`config.mk`:
```
export PLATFORM = sky130hd
export DESIGN_NAME = wp_status_gate
export DESIGN_NICKNAME = d
export VERILOG_FILES = /design/src/rtl/wpg_pkg.sv /design/src/rtl/wpg_ctrl.sv /design/src/rtl/wpg_datapath.sv /design/src/rtl/wp_status_gate.sv
export SDC_FILE = /design/constraint.sdc
export NUM_CORES = 1
export LEC_CHECK = 0
export BUFFER_PORTS_ARGS = -buffer_cell sky130_fd_sc_hd__buf_2
export CAP_MARGIN = 10
export CORE_UTILIZATION = 43
export DETAILED_ROUTE_END_ITERATION = 12
export PLACE_DENSITY_LB_ADDON = 0.12
export SLEW_MARGIN = 30
export SYNTH_ARGS = -nofsm -noshare
export SYNTH_HDL_FRONTEND = slang
export SYNTH_SLANG_ARGS = --single-unit
```
`constraint.sdc`:
```
create_clock -name clk -period 4.8 [get_ports clk]
set_clock_uncertainty 0.2 [all_clocks]
set_input_delay 1.44 -clock clk [delete_from_list [all_inputs] [get_ports clk]]
set_output_delay 1.44 -clock clk [all_outputs]
set_load 0.005 [all_outputs]
```
`src/rtl/wpg_pkg.sv`:
```
package wpg_pkg;
  typedef struct packed {
    logic       setWel;
    logic       clrWel;
    logic       armStat;
    logic       cancelStat;
    logic       commitStat;
    logic       grantData;
    logic       deny;
    logic [1:0] newBp;
    logic       newLock;
  } gateStrobes_t;
endpackage

```
`src/rtl/wpg_ctrl.sv`:
```
module wpg_ctrl
  import wpg_pkg::*;
#(
  parameter int ADDR_W = 10
) (
  input  logic              csN,
  input  logic              wpN,
  input  logic              busy,
  input  logic              wrDone,
  input  logic              cmdWren,
  input  logic              cmdWrdi,
  input  logic              cmdWrsr,
  input  logic              cmdWrite,
  input  logic [7:0]        cmdData,
  input  logic [ADDR_W-1:0] cmdAddr,
  input  logic              wel,
  input  logic [1:0]        bp,
  input  logic              lock,
  input  logic              pend,
  input  logic              csPrev,
  input  logic              wpPrev,
  output gateStrobes_t      stb
);
  localparam int TOP = ADDR_W - 1;

  logic hwLock, wpFall, csRise, accept, inRegion;

  assign hwLock = lock & ~wpN;
  assign wpFall = wpPrev & ~wpN;
  assign csRise = ~csPrev & csN;
  assign accept = ~busy & ~csN & ~pend;

  always_comb begin
    unique case (bp)
      2'b00:   inRegion = 1'b0;
      2'b01:   inRegion = &cmdAddr[TOP -: 2];
      2'b10:   inRegion = cmdAddr[TOP];
      default: inRegion = 1'b1;
    endcase
  end

  always_comb begin
    stb = '0;
    stb.newBp   = cmdData[3:2];
    stb.newLock = cmdData[7];
    if (wrDone) stb.clrWel = 1'b1;
    if (pend) begin
      if (lock && wpFall && !csN) begin
        stb.cancelStat = 1'b1;
        stb.deny       = 1'b1;
        stb.clrWel     = 1'b1;
      end else if (csRise) begin
        stb.commitStat = 1'b1;
      end
    end else if (accept) begin
      if (cmdWren) begin
        stb.setWel = 1'b1;
      end else if (cmdWrdi) begin
        stb.clrWel = 1'b1;
      end else if (cmdWrsr) begin
        if (!wel || hwLock) begin
          stb.deny   = 1'b1;
          stb.clrWel = 1'b1;
        end else begin
          stb.armStat = 1'b1;
        end
      end else if (cmdWrite) begin
        if (!wel || inRegion) begin
          stb.deny   = 1'b1;
          stb.clrWel = 1'b1;
        end else begin
          stb.grantData = 1'b1;
        end
      end
    end
  end
endmodule

```
`src/rtl/wpg_datapath.sv`:
```
module wpg_datapath
  import wpg_pkg::*;
(
  input  logic         clk,
  input  logic         rstN,
  input  logic         csN,
  input  logic         wpN,
  input  logic         busy,
  input  gateStrobes_t stb,
  output logic         wel,
  output logic [1:0]   bp,
  output logic         lock,
  output logic         pend,
  output logic         csPrev,
  output logic         wpPrev,
  output logic         dataGrant,
  output logic         statGrant,
  output logic         deny,
  output logic [7:0]   statusByte
);
  logic [1:0] pendBp;
  logic       pendLock;

  always_ff @(posedge clk or negedge rstN) begin
    if (!rstN) begin
      wel       <= 1'b0;
      bp        <= 2'b00;
      lock      <= 1'b0;
      pend      <= 1'b0;
      pendBp    <= 2'b00;
      pendLock  <= 1'b0;
      csPrev    <= 1'b1;
      wpPrev    <= 1'b1;
      dataGrant <= 1'b0;
      statGrant <= 1'b0;
      deny      <= 1'b0;
    end else begin
      csPrev    <= csN;
      wpPrev    <= wpN;
      dataGrant <= stb.grantData;
      statGrant <= stb.commitStat;
      deny      <= stb.deny;
      if (stb.clrWel)      wel <= 1'b0;
      else if (stb.setWel) wel <= 1'b1;
      if (stb.armStat) begin
        pend     <= 1'b1;
        pendBp   <= stb.newBp;
        pendLock <= stb.newLock;
      end else if (stb.cancelStat) begin
        pend <= 1'b0;
      end else if (stb.commitStat) begin
        pend <= 1'b0;
        bp   <= pendBp;
        lock <= pendLock;
      end
    end
  end

  assign statusByte = {lock, 3'b000, bp, wel, busy};
endmodule

```
`src/rtl/wp_status_gate.sv`:
```
module wp_status_gate
  import wpg_pkg::*;
#(
  parameter int ADDR_W = 10
) (
  input  logic              clk,
  input  logic              rstN,
  input  logic              csN,
  input  logic              wpN,
  input  logic              busy,
  input  logic              wrDone,
  input  logic              cmdWren,
  input  logic              cmdWrdi,
  input  logic              cmdWrsr,
  input  logic              cmdWrite,
  input  logic [7:0]        cmdData,
  input  logic [ADDR_W-1:0] cmdAddr,
  output logic              dataGrant,
  output logic              statGrant,
  output logic              deny,
  output logic [7:0]        statusByte
);
  gateStrobes_t stb;
  logic       wel, lock, pend, csPrev, wpPrev;
  logic [1:0] bp;

  wpg_ctrl #(.ADDR_W(ADDR_W)) i_ctrl (
    .csN(csN), .wpN(wpN), .busy(busy), .wrDone(wrDone),
    .cmdWren(cmdWren), .cmdWrdi(cmdWrdi), .cmdWrsr(cmdWrsr),
    .cmdWrite(cmdWrite), .cmdData(cmdData), .cmdAddr(cmdAddr),
    .wel(wel), .bp(bp), .lock(lock), .pend(pend),
    .csPrev(csPrev), .wpPrev(wpPrev), .stb(stb)
  );

  wpg_datapath i_dp (
    .clk(clk), .rstN(rstN), .csN(csN), .wpN(wpN), .busy(busy),
    .stb(stb), .wel(wel), .bp(bp), .lock(lock), .pend(pend),
    .csPrev(csPrev), .wpPrev(wpPrev), .dataGrant(dataGrant),
    .statGrant(statGrant), .deny(deny), .statusByte(statusByte)
  );
endmodule

```
# == Word-level counts from Yosys, hierarchy flattened ==
# Index checks and enable logic that the tools add are counted.
# classes
muxes,37
reduce_logical,11
eq_ne,2
bitwise,12
# ops
operator,n
$mux W1,29
$mux W2,6
$not A1 Y1,7
$and A1 B1 Y1,5
$mux W3,1
$pmux W1 S3,1
$reduce_and A3 Y1,1
$reduce_bool A3 Y1,1
$eq A2 B1 Y1 const B,1
$eq A2 B2 Y1 const B,1
$logic_and A1 B1 Y1,2
$logic_not A1 Y1,2
$logic_not A2 Y1,1
$logic_or A1 B1 Y1,2
$reduce_and A2 Y1,1
$reduce_bool A2 Y1,1
# word_totals
wordCells,73
output_inout_bits,11
ff_bits,13
input_bits,28

# == Logic depth before layout (Yosys ltp) ==
# Gate-level depths: netlist (run 1).
# logic_depth
ltp_word,12
depth_mapped,3
depth_no_buf,3

# == Cells and area by module ==
# From an unflattened synthesis (run 1), not the netlist that was laid out.
# unflattened
cells_unflattened,56
hier_area_um2,678.2
# modules_own_cells
module,n_inst,area_per_inst_um2,seq_area_each_um2,cells_per_inst
wpg_datapath,1,496.7,327.8,33
wpg_ctrl,1,181.4,0.0,23

# == Worst setup path before layout (run 1) ==
# OpenSTA, ideal clock, no wires.
# synth_timing
kind,in2out
from,input busy
to,output statusByte[0]
required_time_ns,3.160
slack_ns,1.609
cell_stages,1
path_buffers,1
arrival_ns,1.551
cell_sequence,buf_4
# synth_rtl
element,line_no,text
start: declaration,wp_status_gate.sv:10,"input logic busy,"
end: declaration,wp_status_gate.sv:21,output logic [7:0] statusByte
# No word-level cell between the ends.

# == Worst setup path after layout (run 1) ==
# layout_timing
from,input busy
to,output statusByte[0]
# No word-level cell between the ends.

==> flow_summary.toml, run 1 <==
[floorplanning]
die_height_um = 40.1
core_mm2 = 0.00133
die-area_mm2 = 0.00161
rows = 13
ios = 39
initial_core_util_pct = 46.8
die_w_um = 40.1

[finish]
final_util_pct = 55.6
fillers = 119
layoutNonFillerInstCount = 87
final_cell_mix = "buf_2, dfrtp_1, mux2_2"
syn_to_final_growth_pct = 18.8
drive_gt1_share_pct = 52.8
n_antenna_cell = 0
final_common_cell = "buf_2"
nNetsFinal = 101

[global_route]
grt_start_max_net_pins = 14
grt_pass1_wl_um = 1830
overflow = 0
grt_pass1_vias = 447
antenna_found_initial = 0
grt_usage_pct = 18.9

[setup_path]
cp_common_cell = "buf_2"
critical_path_class = "in -> out"
crit_arrival_ns = 1.67
cp_num_buf_inv = 2
cp_top_family = "buffers and inverters"
path_cells = "buf_2 -> buf_2"
required_ns = 3.16
critPathSlowestCell = "buf_2"
start_kind = "primary input"
path_max_fanout = 4
max_stage_delay_ns = 0.12
worst_setup_path_end_kind = "primary output"

[detailed_routing]
firstDrtPassIters = 4
antenna_left = 0
vias = 474
drc = 0
drt_iter0_markers = 8
wl_per_cell_um = 13.6
vias_per_cell = 5.45
wl_um = 1180

[power_and_ir_drop]
p_clk_share_pct = 31.8
powerDensity_mw_per_mm2 = 296
p_leak_nw = 0.401
p_int_uw = 164
max-vdd-ir-drop_uv = 150
p_sw_share_pct = 25.3
p_comb_share_pct = 12.7
p_sw_uw = 55.5
power_uw = 219
seqPwrFrac_pct = 55.5

[synthesis]
synth_compound_area_share_pct = 10.6
async_flop_share_pct = 100
synth-edff-count = 0
ys_types = 26
synth_top_family_by_area = "simple AND/OR/NAND/NOR gates"
synth.mux.area_fraction_pct = 10.8
yosys_register_bits = 13
syn_avg_cell_area_um2 = 12.5
yosys_warnings = 0
synth-xor-area-share_pct = 0
ys_seq_area_share_pct = 52.5
synth_simple_gate_area_share_pct = 17.0
syn_area_um2 = 624
yosys_most_used_dff = "dfrtp_1"
syn_inst = 50
synth_top_area_share_pct = 44.1
synth_top_cell_by_area = "dfrtp_1"
synthTopCellsByArea = "dfrtp_1, mux2_2, dfstp_2"
synth-adder-area-share_pct = 0

[timing]
fmax_mhz = 302
relSlewSlack_pct = 48.2
setup_tns_ns = 0
fin_crit_ns = 3.31
hold_viol_final = 0
rsz0062_at_grt = "no"
setup_viol = 0
setup_ws_ns = 1.49
tightest_slew_ns = 0.757
finalMaxSlewViolations = 0
period_share_pct = 69.0

[placement]
dp_hpwl_um = 888
preCtsSetupSlack_ns = 1.48
portBuffers = 22
globalplace.congestion = 0.700
dp.cells = 83

[cts]
numCtsBuffers = 3
holdBufCountCts = 0
clk-insertion-delay-late_ns = 0.28
cts_resized = 0
cts.sinks = 13
cts.htree.levels = 1
root_buffer = "clkbuf_4"
cts_setup_buffers = 0
cts_tree = "yes"
clkTransAtPathRegs_ns = 0.08
clk_path_buf_depth = 2

[worst_hold_path]
min-delay-path-class = "reg -> reg"

[job]
drv_cap = 0

[outcome]
status = "finished, final reports clean"
-- metal layers --
metal,part of all wire (%),vias to the layer above,global-route usage [%]
met4,1.2,0,12.1
met2,50,28,32.3
met1,39,223,18.2
met5,0,-,0
li1,-,220,-
met3,9.0,3,8.33
-- registers in the layout, summed over array words and instances, names as in the netlist --
register,flops
i_dp.lock,1
i_dp.csPrev,1
i_dp.statGrant,1
i_dp.wpPrev,1
i_dp.dataGrant,1
i_dp.bp,2
i_dp.pend,1
i_dp.deny,1
i_dp.pendBp,2
i_dp.wel,1
i_dp.pendLock,1
-- stage by stage --
| stage | hold slack [ns] | cell area [um^2] |
|---|---|---|
| 2_1_floorplan | 0.277 | 632 |
| 3_3_place_gp | 0.288 | 716 |
| 3_5_place_dp | 0.299 | 716 |
| 4_1_cts | 0.317 | 742 |
| 5_1_grt | 0.334 | 742 |
| 6_report | 0.308 | 742 |
-- cell families after synthesis --
group / after synthesis
buffers and inverters: 8
other: 1
AO/OA/AOI/OAI: 8
AND/OR/NAND/NOR: 14
flip-flops: 13
multiplexers: 6
-- final cells by class --
class / count / area [um^2] / share of cell area [%]
multi-input combinational: 31 / 251 / 33.9
tap: 15 / 18.8 / 2.53
clock buffer: 4 / 26.3 / 3.54
sequential: 13 / 328 / 44.2
timing repair buffer: 22 / 110 / 14.8
inverter: 2 / 7.51 / 1.01
-- worst paths after layout --
check                         startpoint             end  slack [ns]  depth (start not counted)
setup / recovery                    busy   statusByte[0]        1.49                          2
hold / removal             i_dp.pendLock   i_dp.pendLock        0.31                          1
setup reg to reg               i_dp.pend  i_dp.pendBp[1]        2.71                          3
hold reg to reg            i_dp.pendLock   i_dp.pendLock        0.31                          1
max in group asynchronous           rstN     i_dp.wpPrev        3.28                          1
min in group asynchronous           rstN      i_dp.bp[0]        0.83                          1
-- synth_stat cells (2+ instances only) --
cell	n
buf_4	6
dfrtp_1	11
dfstp_2	2
inv_1	2
mux2_2	6
nand2_1	3
-- power by group through the flow --
stage / Sequential, mW / Combinational, mW / Clock, mW
2_1_floorplan: 0.123 / 0.0169 / 0
3_3_place_gp: 0.124 / 0.0272 / 0
3_5_place_dp: 0.124 / 0.0281 / 0
4_1_cts: 0.122 / 0.0283 / 0.0714
5_1_grt: 0.123 / 0.0312 / 0.0764
6_report: 0.122 / 0.0278 / 0.0697
Power figures use the tool's default switching activity.
==> run 2: changes to the inputs <==
CORE_UTILIZATION = 40   (was 43)
clock period = 3.3 ns   (was 4.8 ns; I/O delays follow)
==> flow_summary.toml, run 2 (synthesis gave the netlist of run 1 again) <==
[outcome]
status = "finished, final reports clean"

[power_and_ir_drop]
p_clk_share_pct = 31.0
seqPwrFrac_pct = 56.3
p_int_uw = 238
p_sw_share_pct = 24.1
p_sw_uw = 75.8
p_leak_nw = 0.401
max-vdd-ir-drop_uv = 342
power_uw = 314
powerDensity_mw_per_mm2 = 423
p_comb_share_pct = 12.7

[timing]
tightest_slew_ns = 0.832
fin_crit_ns = 2.43
setup_tns_ns = 0
relSlewSlack_pct = 43.1
finalMaxSlewViolations = 0
hold_viol_final = 0
fmax_mhz = 411
setup_viol = 0
period_share_pct = 73.7
rsz0062_at_grt = "no"

[worst_hold_path]
min-delay-path-class = "reg -> reg"

[cts]
cts.htree.levels = 1
root_buffer = "clkbuf_4"
clkTransAtPathRegs_ns = 0.07
clk_path_buf_depth = 2
clk-insertion-delay-late_ns = 0.28
numCtsBuffers = 3
holdBufCountCts = 0
cts_resized = 0
cts_tree = "yes"
cts_setup_buffers = 0
cts.sinks = 13

[finish]
final_common_cell = "buf_2"
fillers = 124
nNetsFinal = 101
drive_gt1_share_pct = 52.8
fin_area_um2 = 742
n_antenna_cell = 0
final_cell_mix = "buf_2, dfrtp_1, mux2_2"
syn_to_final_growth_pct = 18.8
reg_top3 = "i_dp.bp: 2 flops, i_dp.pendBp: 2 flops"
layoutNonFillerInstCount = 87

[global_route]
grt_start_max_net_pins = 14
grtUsageMet1_pct = 16.9
met3_usage_pct = 6.96
antenna_found_initial = 0
busiest_layer = "met2"
grtUsageMet2_pct = 19.4
grt_pass1_wl_um = 1690
overflow = 0
grt_pass1_vias = 424
grt_usage_pct = 12.9

[detailed_routing]
vias = 442
antenna_left = 0
firstDrtPassIters = 4
drc = 0
vias_per_cell = 5.08
drt_iter0_markers = 11
wl_um = 1040
wl_per_cell_um = 11.9

[floorplanning]
ios = 39
die_height_um = 41.5
initial_core_util_pct = 45.2
die_w_um = 41.5
core_mm2 = 0.00138
die-area_mm2 = 0.00172
rows = 13

[placement]
dp.cells = 83
dpl-instance-area_um2 = 716
portBuffers = 22
globalplace.congestion = 0.660
dp_hpwl_um = 805

[setup_path]
max_stage_delay_ns = 0.53
required_ns = 3.26
rrSetupSlack_ns = 1.22
start_kind = "primary input"
crit_arrival_ns = 2.39
critPathSlowestCell = "or4_4"
path_max_fanout = 4
worst_setup_path_end_kind = "flip-flop"
critical_path_class = "in -> reg"
path_cells = "buf_2 -> or4_4 -> nor4_4 -> mux2_2"

[job]
drv_cap = 0
## run 2: final timing paths
kind	start	endpoint	cells past startpoint
min in group asynchronous	rstN	i_dp.deny	1
max	cmdWren	i_dp.pendLock	4
max in group asynchronous	rstN	i_dp.wpPrev	1
min	i_dp.pendLock	i_dp.lock	1
min reg2reg	i_dp.pendLock	i_dp.lock	1
max reg2reg	i_dp.pend	i_dp.pendLock	3
## run 2: area by class of cell
| class | count | area (um^2) | area share (%) |
|---|---|---|---|
| clock buffers | 4 | 26.3 | 3.54 |
| repair buffers | 22 | 110 | 14.8 |
| multi-input cells | 31 | 251 | 33.9 |
| well taps | 15 | 18.8 | 2.53 |
| flip-flops and latches | 13 | 328 | 44.2 |
| inverters | 2 | 7.51 | 1.01 |
## run 2: per-layer routing
metal | wire (um) | vias up | part of all wire [%]
met1 | 447 | 195 | 43
met5 | 0 | - | 0
li1 | - | 221 | -
met2 | 480 | 26 | 46
met4 | 0 | 0 | 0
met3 | 111 | 0 | 11
## run 2: power groups by stage
stage / Clock (mW) / Sequential [mW] / Combinational (mW)
2_1_floorplan: 0 / 0.179 / 0.0246
3_3_place_gp: 0 / 0.180 / 0.0397
3_5_place_dp: 0 / 0.180 / 0.0402
4_1_cts: 0.102 / 0.177 / 0.0403
5_1_grt: 0.110 / 0.179 / 0.0440
6_report: 0.0974 / 0.177 / 0.0398
## run 2: metrics by stage
step / hold slack, ns / util (%) / worst slack [ns]
2_1_floorplan: 0.277 / - / 0.771
3_3_place_gp: 0.290 / 51.8 / 0.584
3_5_place_dp: 0.295 / 51.8 / 0.566
4_1_cts: 0.313 / 53.7 / 0.866
5_1_grt: 0.332 / 53.7 / 0.848
6_report: 0.309 / 53.7 / 0.869
## run 2: critical path: cells and delay by family
kind / cells / cell delay, ns
simple gates: 2 / 0.91
mux: 1 / 0.38
buf+inv: 1 / 0.11
